## src/rtl/dbg_ctl_pkg.sv

```systemverilog
package dbg_ctl_pkg;

  localparam int unsigned DW = 32;

  // byte offsets within the block
  localparam int unsigned OFF_HALT = 'h10;
  localparam int unsigned OFF_SEL  = 'h14;
  localparam int unsigned OFF_DATA = 'h18;
  localparam int unsigned OFF_MON  = 'h1C;
  localparam int unsigned OFF_AUTH = 'h24;
  localparam int unsigned OFF_SEC  = 'h28;

  localparam logic [15:0] HALT_KEY = 16'hA05F;

  localparam logic [DW-1:0] MON_MASK  = 32'h010F_0FF1;
  localparam logic [DW-1:0] AUTH_MASK = 32'h0000_000F;

  // halt word bit positions
  localparam int unsigned B_READY   = 16;
  localparam int unsigned B_HALTED  = 17;
  localparam int unsigned B_SLEEP   = 18;
  localparam int unsigned B_LOCKUP  = 19;
  localparam int unsigned B_SECDBG  = 20;
  localparam int unsigned B_STICKY0 = 24;   // retire, reset, restart upward
  localparam int unsigned N_STICKY  = 3;

  // transfer selector fields
  localparam int unsigned B_DIR = 16;
  localparam int unsigned B_SEC_STATE = 16;
  localparam int unsigned B_SEC_GUARD = 17;

  typedef struct packed {
    logic imprecise;
    logic mask_irq;
    logic step;
    logic halt;
    logic en;
  } halt_ctl_t;

endpackage

```

## src/rtl/dbg_halt_ctl.sv

```systemverilog
module dbg_halt_ctl
  import dbg_ctl_pkg::*;
(
  input  logic          clk,
  input  logic          rst_n,
  input  logic          wr_en,
  input  logic [15:0]   wkey,
  input  logic [4:0]    wctl,       // {imprecise, mask, step, halt, en}
  input  logic          rd_en,
  input  logic          ready,
  input  logic          core_halted,
  input  logic          core_sleeping,
  input  logic          core_lockup,
  input  logic          sec_dbg_allowed,
  input  logic          core_reset_evt,
  input  logic          core_retire_evt,
  input  logic          ext_restart_req,
  output halt_ctl_t     ctl,
  output logic [DW-1:0] rd_word
);

  halt_ctl_t             ctl_q, ctl_d;
  logic [N_STICKY-1:0]   stk_q, stk_d, stk_set;
  logic                  key_ok, halt_clr_wr;

  always_comb begin
    key_ok      = wr_en && (wkey == HALT_KEY);
    halt_clr_wr = key_ok && ctl_q.halt && !wctl[1];
    ctl_d       = ctl_q;
    if (key_ok) ctl_d = halt_ctl_t'(wctl);
    if (ext_restart_req) ctl_d.halt = 1'b0;
    stk_set = {halt_clr_wr || ext_restart_req, core_reset_evt, core_retire_evt};
  end

  for (genvar i = 0; i < N_STICKY; i++) begin : g_sticky
    always_comb stk_d[i] = stk_set[i] | (stk_q[i] & ~rd_en);
  end

  always_ff @(posedge clk or negedge rst_n) begin
    if (!rst_n) begin
      ctl_q <= '0;
      stk_q <= '0;
    end else begin
      ctl_q <= ctl_d;
      stk_q <= stk_d;
    end
  end

  always_comb begin
    rd_word                             = '0;
    rd_word[0]                          = ctl_q.en;
    rd_word[1]                          = ctl_q.halt;
    rd_word[2]                          = ctl_q.step;
    rd_word[3]                          = ctl_q.mask_irq;
    rd_word[5]                          = ctl_q.imprecise;
    rd_word[B_READY]                    = ready;
    rd_word[B_HALTED]                   = core_halted;
    rd_word[B_SLEEP]                    = core_sleeping;
    rd_word[B_LOCKUP]                   = core_lockup;
    rd_word[B_SECDBG]                   = sec_dbg_allowed;
    rd_word[B_STICKY0 +: N_STICKY]      = stk_q;
  end

  assign ctl = ctl_q;

endmodule

```

## src/rtl/dbg_xfer.sv

```systemverilog
module dbg_xfer
  import dbg_ctl_pkg::*;
#(
  parameter int unsigned SEL_W = 7
) (
  input  logic             clk,
  input  logic             rst_n,
  input  logic             sel_wr,
  input  logic             data_wr,
  input  logic [DW-1:0]    wdata,
  input  logic             done,
  input  logic [DW-1:0]    core_rdata,
  output logic             start,
  output logic [SEL_W-1:0] sel,
  output logic             dir_wr,
  output logic [DW-1:0]    data,
  output logic             ready
);

  logic             start_q, start_d;
  logic [SEL_W-1:0] sel_q, sel_d;
  logic             dir_q, dir_d;
  logic [DW-1:0]    data_q, data_d;
  logic             ready_q, ready_d;
  logic             busy_q, busy_d;
  logic             fin;

  always_comb begin
    fin     = done && busy_q;
    start_d = sel_wr;
    sel_d   = sel_wr ? wdata[SEL_W-1:0] : sel_q;
    dir_d   = sel_wr ? wdata[B_DIR]     : dir_q;
    busy_d  = sel_wr ? 1'b1 : (fin ? 1'b0 : busy_q);
    ready_d = sel_wr ? 1'b0 : (fin ? 1'b1 : ready_q);
    data_d  = data_q;
    if (data_wr)          data_d = wdata;
    if (fin && !dir_q)    data_d = core_rdata;
  end

  always_ff @(posedge clk or negedge rst_n) begin
    if (!rst_n) begin
      start_q <= 1'b0;
      sel_q   <= '0;
      dir_q   <= 1'b0;
      data_q  <= '0;
      ready_q <= 1'b0;
      busy_q  <= 1'b0;
    end else begin
      start_q <= start_d;
      sel_q   <= sel_d;
      dir_q   <= dir_d;
      data_q  <= data_d;
      ready_q <= ready_d;
      busy_q  <= busy_d;
    end
  end

  assign start  = start_q;
  assign sel    = sel_q;
  assign dir_wr = dir_q;
  assign data   = data_q;
  assign ready  = ready_q;

endmodule

```

## src/rtl/dbg_mask_reg.sv

```systemverilog
module dbg_mask_reg
  import dbg_ctl_pkg::*;
#(
  parameter logic [DW-1:0] MASK = '1
) (
  input  logic          clk,
  input  logic          rst_n,
  input  logic          we,
  input  logic [DW-1:0] wdata,
  output logic [DW-1:0] q
);

  logic [DW-1:0] q_q, q_d;

  always_comb q_d = we ? (wdata & MASK) : q_q;

  always_ff @(posedge clk or negedge rst_n) begin
    if (!rst_n) q_q <= '0;
    else        q_q <= q_d;
  end

  assign q = q_q;

endmodule

```

## src/rtl/dbg_sec_reg.sv

```systemverilog
module dbg_sec_reg
  import dbg_ctl_pkg::*;
(
  input  logic          clk,
  input  logic          rst_n,
  input  logic          we,
  input  logic          w_guard,
  input  logic          w_state,
  input  logic [1:0]    w_bank,
  output logic          state,
  output logic [1:0]    bank,
  output logic [DW-1:0] rd_word
);

  logic       state_q, state_d;
  logic [1:0] bank_q, bank_d;

  always_comb begin
    state_d = (we && !w_guard) ? w_state : state_q;
    bank_d  = we ? w_bank : bank_q;
  end

  always_ff @(posedge clk or negedge rst_n) begin
    if (!rst_n) begin
      state_q <= 1'b0;
      bank_q  <= '0;
    end else begin
      state_q <= state_d;
      bank_q  <= bank_d;
    end
  end

  always_comb begin
    rd_word              = '0;
    rd_word[1:0]         = bank_q;
    rd_word[B_SEC_STATE] = state_q;
  end

  assign state = state_q;
  assign bank  = bank_q;

endmodule

```

## src/rtl/dbg_ctl_regs.sv

```systemverilog
module dbg_ctl_regs
  import dbg_ctl_pkg::*;
#(
  parameter int unsigned ADDR_W = 8,
  parameter int unsigned SEL_W  = 7
) (
  input  logic              clk,
  input  logic              rst_n,
  input  logic [ADDR_W-1:0] bus_addr,
  input  logic              bus_we,
  input  logic [DW-1:0]     bus_wdata,
  input  logic              bus_re,
  output logic [DW-1:0]     bus_rdata,
  input  logic              core_halted,
  input  logic              core_sleeping,
  input  logic              core_lockup,
  input  logic              sec_dbg_allowed,
  input  logic              core_reset_evt,
  input  logic              core_retire_evt,
  input  logic              ext_restart_req,
  input  logic              xfer_done,
  input  logic [DW-1:0]     xfer_rdata,
  output logic              dbg_en,
  output logic              halt_req,
  output logic              step_en,
  output logic              mask_irq,
  output logic              imprecise_en,
  output logic              xfer_start,
  output logic              xfer_wr,
  output logic [SEL_W-1:0]  xfer_sel,
  output logic [DW-1:0]     xfer_wdata,
  output logic [DW-1:0]     mon_ctrl,
  output logic [3:0]        auth_ctrl,
  output logic              sec_state,
  output logic              bank_sel_en,
  output logic              bank_sel
);

  localparam logic [ADDR_W-1:0] A_HALT = ADDR_W'(OFF_HALT);
  localparam logic [ADDR_W-1:0] A_SEL  = ADDR_W'(OFF_SEL);
  localparam logic [ADDR_W-1:0] A_DATA = ADDR_W'(OFF_DATA);
  localparam logic [ADDR_W-1:0] A_MON  = ADDR_W'(OFF_MON);
  localparam logic [ADDR_W-1:0] A_AUTH = ADDR_W'(OFF_AUTH);
  localparam logic [ADDR_W-1:0] A_SEC  = ADDR_W'(OFF_SEC);

  logic          wr_halt, wr_sel, wr_data, wr_mon, wr_auth, wr_sec, rd_halt;
  logic          ready;
  halt_ctl_t     ctl;
  logic [DW-1:0] halt_word, sec_word, auth_word, data_word;
  logic [1:0]    bank;

  always_comb begin
    wr_halt = bus_we && (bus_addr == A_HALT);
    wr_sel  = bus_we && (bus_addr == A_SEL);
    wr_data = bus_we && (bus_addr == A_DATA);
    wr_mon  = bus_we && (bus_addr == A_MON);
    wr_auth = bus_we && (bus_addr == A_AUTH);
    wr_sec  = bus_we && (bus_addr == A_SEC);
    rd_halt = bus_re && (bus_addr == A_HALT);
  end

  dbg_halt_ctl u_halt (
    .clk             (clk),
    .rst_n           (rst_n),
    .wr_en           (wr_halt),
    .wkey            (bus_wdata[31:16]),
    .wctl            ({bus_wdata[5], bus_wdata[3:0]}),
    .rd_en           (rd_halt),
    .ready           (ready),
    .core_halted     (core_halted),
    .core_sleeping   (core_sleeping),
    .core_lockup     (core_lockup),
    .sec_dbg_allowed (sec_dbg_allowed),
    .core_reset_evt  (core_reset_evt),
    .core_retire_evt (core_retire_evt),
    .ext_restart_req (ext_restart_req),
    .ctl             (ctl),
    .rd_word         (halt_word)
  );

  dbg_xfer #(.SEL_W(SEL_W)) u_xfer (
    .clk        (clk),
    .rst_n      (rst_n),
    .sel_wr     (wr_sel),
    .data_wr    (wr_data),
    .wdata      (bus_wdata),
    .done       (xfer_done),
    .core_rdata (xfer_rdata),
    .start      (xfer_start),
    .sel        (xfer_sel),
    .dir_wr     (xfer_wr),
    .data       (data_word),
    .ready      (ready)
  );

  dbg_mask_reg #(.MASK(MON_MASK)) u_mon (
    .clk   (clk),
    .rst_n (rst_n),
    .we    (wr_mon),
    .wdata (bus_wdata),
    .q     (mon_ctrl)
  );

  dbg_mask_reg #(.MASK(AUTH_MASK)) u_auth (
    .clk   (clk),
    .rst_n (rst_n),
    .we    (wr_auth),
    .wdata (bus_wdata),
    .q     (auth_word)
  );

  dbg_sec_reg u_sec (
    .clk     (clk),
    .rst_n   (rst_n),
    .we      (wr_sec),
    .w_guard (bus_wdata[B_SEC_GUARD]),
    .w_state (bus_wdata[B_SEC_STATE]),
    .w_bank  (bus_wdata[1:0]),
    .state   (sec_state),
    .bank    (bank),
    .rd_word (sec_word)
  );

  always_comb begin
    bus_rdata = '0;
    if (bus_re) begin
      unique case (bus_addr)
        A_HALT:  bus_rdata = halt_word;
        A_DATA:  bus_rdata = data_word;
        A_MON:   bus_rdata = mon_ctrl;
        A_AUTH:  bus_rdata = auth_word;
        A_SEC:   bus_rdata = sec_word;
        default: bus_rdata = '0;
      endcase
    end
  end

  assign dbg_en       = ctl.en;
  assign halt_req     = ctl.halt;
  assign step_en      = ctl.step;
  assign mask_irq     = ctl.mask_irq;
  assign imprecise_en = ctl.imprecise;
  assign xfer_wdata   = data_word;
  assign auth_ctrl    = auth_word[3:0];
  assign bank_sel_en  = bank[0];
  assign bank_sel     = bank[1];

endmodule

```

## config.mk

```make
export PLATFORM = sky130hd
export DESIGN_NAME = dbg_ctl_regs
export DESIGN_NICKNAME = d
export VERILOG_FILES = /design/src/rtl/dbg_ctl_pkg.sv /design/src/rtl/dbg_halt_ctl.sv /design/src/rtl/dbg_xfer.sv /design/src/rtl/dbg_mask_reg.sv /design/src/rtl/dbg_sec_reg.sv /design/src/rtl/dbg_ctl_regs.sv
export SDC_FILE = /design/constraint.sdc
export NUM_CORES = 1
export LEC_CHECK = 0
export ABC_AREA = 1
export CORE_ASPECT_RATIO = 1.75
export CORE_MARGIN = 5
export CORE_UTILIZATION = 45
export DETAILED_ROUTE_END_ITERATION = 7
export GPL_TIMING_DRIVEN = 0
export PLACE_DENSITY = 0.94
export SYNTH_ARGS = -nofsm -noshare
export SYNTH_HDL_FRONTEND = slang
export SYNTH_SLANG_ARGS = --single-unit
export TNS_END_PERCENT = 20
```

## constraint.sdc

```tcl
create_clock -name clk -period 2.1 [get_ports clk]
set_clock_uncertainty 0.15 [all_clocks]
set_input_delay 0.21 -clock clk [delete_from_list [all_inputs] [get_ports clk]]
set_output_delay 0.21 -clock clk [all_outputs]
set_load 0.02 [all_outputs]
```

==> results.json <==
{
  "max_cap_viol_count": 0,
  "tightest_slew_ns": 0.785,
  "synth_seq_cells": 72,
  "finalNetCount": 903,
  "antenna_violating_nets_post_route": 0,
  "track_usage_pct": 27.5,
  "layout.core_utilization_pct": 72.5,
  "cts-buffers-inserted": 9,
  "routed_len_inst_um": 17.4,
  "placement_rows": 47,
  "die_width_um": 83.4,
  "postSynthAreaPerCell_sq_um": 7.09,
  "die-area_sq_um": 11500,
  "critPathKind": "in2out",
  "post_route_cells_drive_above_1_share_pct": 18.4,
  "detail_route.iter0.violations": 282,
  "gr-total-overflow": 0,
  "slew_headroom_pct": 47.6,
  "critical_path_arrival_ns": 1.69,
  "finalWeightedCongestion": 0.870,
  "detailedRoute.firstPassIterationCount": 5,
  "design_area_sq_um": 6780,
  "first_global_vias": 4846,
  "detailroute.via_count": 4854,
  "cts_tree": "built",
  "vias_per_cell": 5.13,
  "critical_path_peak_fanout": 8,
  "clock_sinks": 72,
  "path_clk_slew_ns": 0.06,
  "cts-htree-levels": 3,
  "synth_area_sq_um": 4240,
  "area.growth.synth_to_final_pct": 59.6,
  "clockBufferDepth": 2,
  "holdCritPathClass": "in2async",
  "p_per_area_nw_per_um2": 623,
  "ys_types": 29,
  "drv_slew": 0,
  "synth_cells": 599,
  "synth.yosys.seq_area_share_pct": 42.5,
  "timing.final.setup_violations": 0,
  "total_count_of_hold_check_failures_in_the_final_report": 0,
  "fmaxAchievable_ghz": 0.489,
  "hpwl_um": 12300,
  "io_buffers": 181,
  "critical_path_required_ns": 1.74,
  "setup_repair_after_global_routing_missed_its_margin": "true",
  "drt-total-wl_um": 16500,
  "final.min_clock_period_ns": 2.05,
  "ir_drop_uv": 481,
  "synth.yosys.warnings": 0,
  "cts-root-buf": "clkbuf_16",
  "crit_path_end_kind": "output port",
  "timing.critical_path.from_type": "primary input",
  "place_area_sq_um": 6290,
  "setup.worst_path.start": "bus_addr[6]",
  "grt_pass1_wl_um": 24800,
  "initial_utilization_pct": 45.4,
  "timing.final.crit_share_pct": 97.4,
  "ioPinCount": 201,
  "grt_max_degree": 42,
  "antenna_found_initial": 1,
  "core_region_area_sq_um": 9350,
  "status": "completed",
  "clock_latency_ns": 0.34,
  "reg2reg_from": "u_xfer.busy_q",
  "post-route-drc-count": 0,
  "die_height_um": 138,
  "cellLeakagePower_nw": 3.57
}
metal layers:
metal	up-vias	wire length, um	GRT usage (%)
met5	-	0	0
met1	2275	5760	28.1
met2	237	8650	49.7
met4	0	1010	18.9
met3	63	1090	5.18
li1	2279	-	-
kinds of logic (layout without fill, tap and decap cells):
group           count (synthesis)  after routing  synth area share, %
compound gates                 71             71                 8.55
buf+inv                       116            324                 13.1
flops                          72             72                 42.5
other cells                     1             19               0.0884
simple gates                  339            339                 35.8
cells in the mapped netlist:
library cell	n	area share, %
nand3_1	47	5.5
nor2_2	2	0.29
nand2_1	203	18
nand3b_1	1	0.18
nand4_1	1	0.15
buf_4	22	3.9
clkbuf_1	8	0.71
o21bai_1	1	0.18
inv_2	2	0.18
inv_1	67	5.9
o21a_1	1	0.18
buf_1	1	0.088
o21ai_1	1	0.12
and3_1	1	0.15
nor2_1	54	4.8
clkinv_2	1	0.12
nor2_4	3	0.80
nor3_1	1	0.12
buf_6	3	0.80
o21ai_0	48	5.7
clkbuf_2	1	0.12
buf_2	11	1.3
a21oi_1	19	2.2
dfrtp_1	72	42
nand2_4	2	0.53
conb_1	1	0.088
nand3_2	20	4.7
nand2_2	4	0.59
a21o_1	1	0.18
worst paths after layout:
path                                    to  slack (ns)  cells after the start
max                          bus_rdata[16]        0.05                     12
min                        u_xfer.data[27]        0.20                      2
max reg2reg                 u_xfer.data[4]        0.18                      6
min reg2reg                u_halt.stk_q[0]        0.34                      1
max in group asynchronous   u_xfer.data[0]        1.03                      3
min in group clk              u_xfer.start        0.28                      5
flip-flops by register name (all words and copies together), names as in the netlist:
signal / flops
u_auth.q: 4
u_halt.ctl: 5
u_halt.stk_q: 3
u_mon.q: 14
u_sec.bank: 2
u_sec.state: 1
u_xfer.busy_q: 1
u_xfer.data: 32
u_xfer.dir_wr: 1
u_xfer.ready: 1
u_xfer.sel: 7
u_xfer.start: 1
cells in the final DEF, fill, tap and decap left out, types with 7 or more instances in the layout:
cell type	count
buf_2	18
o21ai_0	45
clkdlybuf4s50_1	141
dlymetal6s2s_1	7
inv_1	62
clkbuf_1	10
buf_4	40
conb_1	18
clkbuf_16	9
nand2_1	195
buf_6	14
nand3_1	43
nand3_2	24
nand2_2	8
dfrtp_1	72
a21oi_1	19
nor2_1	49
report_power, final:
group | total [mW] | switching, mW | internal [mW]
Sequential | 1.66 | 0.130 | 1.53
Clock | 1.56 | 0.576 | 0.981
Combinational | 1.00 | 0.503 | 0.500
Total | 4.22 | 1.21 | 3.01
final cells by class:
cell class              count  area, sq um
inverters                  70          278
repair buffers            192         1860
multi-input cells         428         2040
clock buffers              13          260
fillers                   718         2570
diodes                      1         2.50
clock inverters             3         40.0
flip-flops and latches     72         1800
well taps                 122          153
plain buffers              46          338
metrics by stage:
stage | setup WS, ns | TNS, ns | cells | total power [mW] | hold WS, ns
3_3_place_gp | -1.85 | -151.84 | 919 | 2.63 | 0.319
3_5_place_dp | -0.805 | -19.97 | 920 | 2.66 | 0.0278
6_report | 0.0541 | 0 | 947 | 4.22 | 0.203
4_1_cts | -0.0502 | -0.102 | 942 | 4.21 | 0.222
5_1_grt | -0.0116 | -0.0476 | 947 | 4.35 | 0.261
2_1_floorplan | 0.508 | 0 | 616 | 2.09 | -0.236
critical path, cell delays in order:
cell and delay (ns):
clkdlybuf4s50_1 0.40, inv_1 0.06, nand2_2 0.06, nor2_4 0.18
buf_6 0.15, nand2_4 0.08, inv_8 0.11, nand2_1 0.05
nand2_1 0.06, nor2_1 0.04, nor2_1 0.11, buf_4 0.17
repair_timing:
action                                  4_1_cts  5_1_grt
hold buffers                                  1        0
pin swaps                                     2        9
cloned                                        0        1
endpoints found under the setup margin       32       25
endpoints found under the hold margin        31        0
gates resized for setup                     152       63
setup buffers                                 5        3
Note: power is estimated with default switching activity, not from simulation.
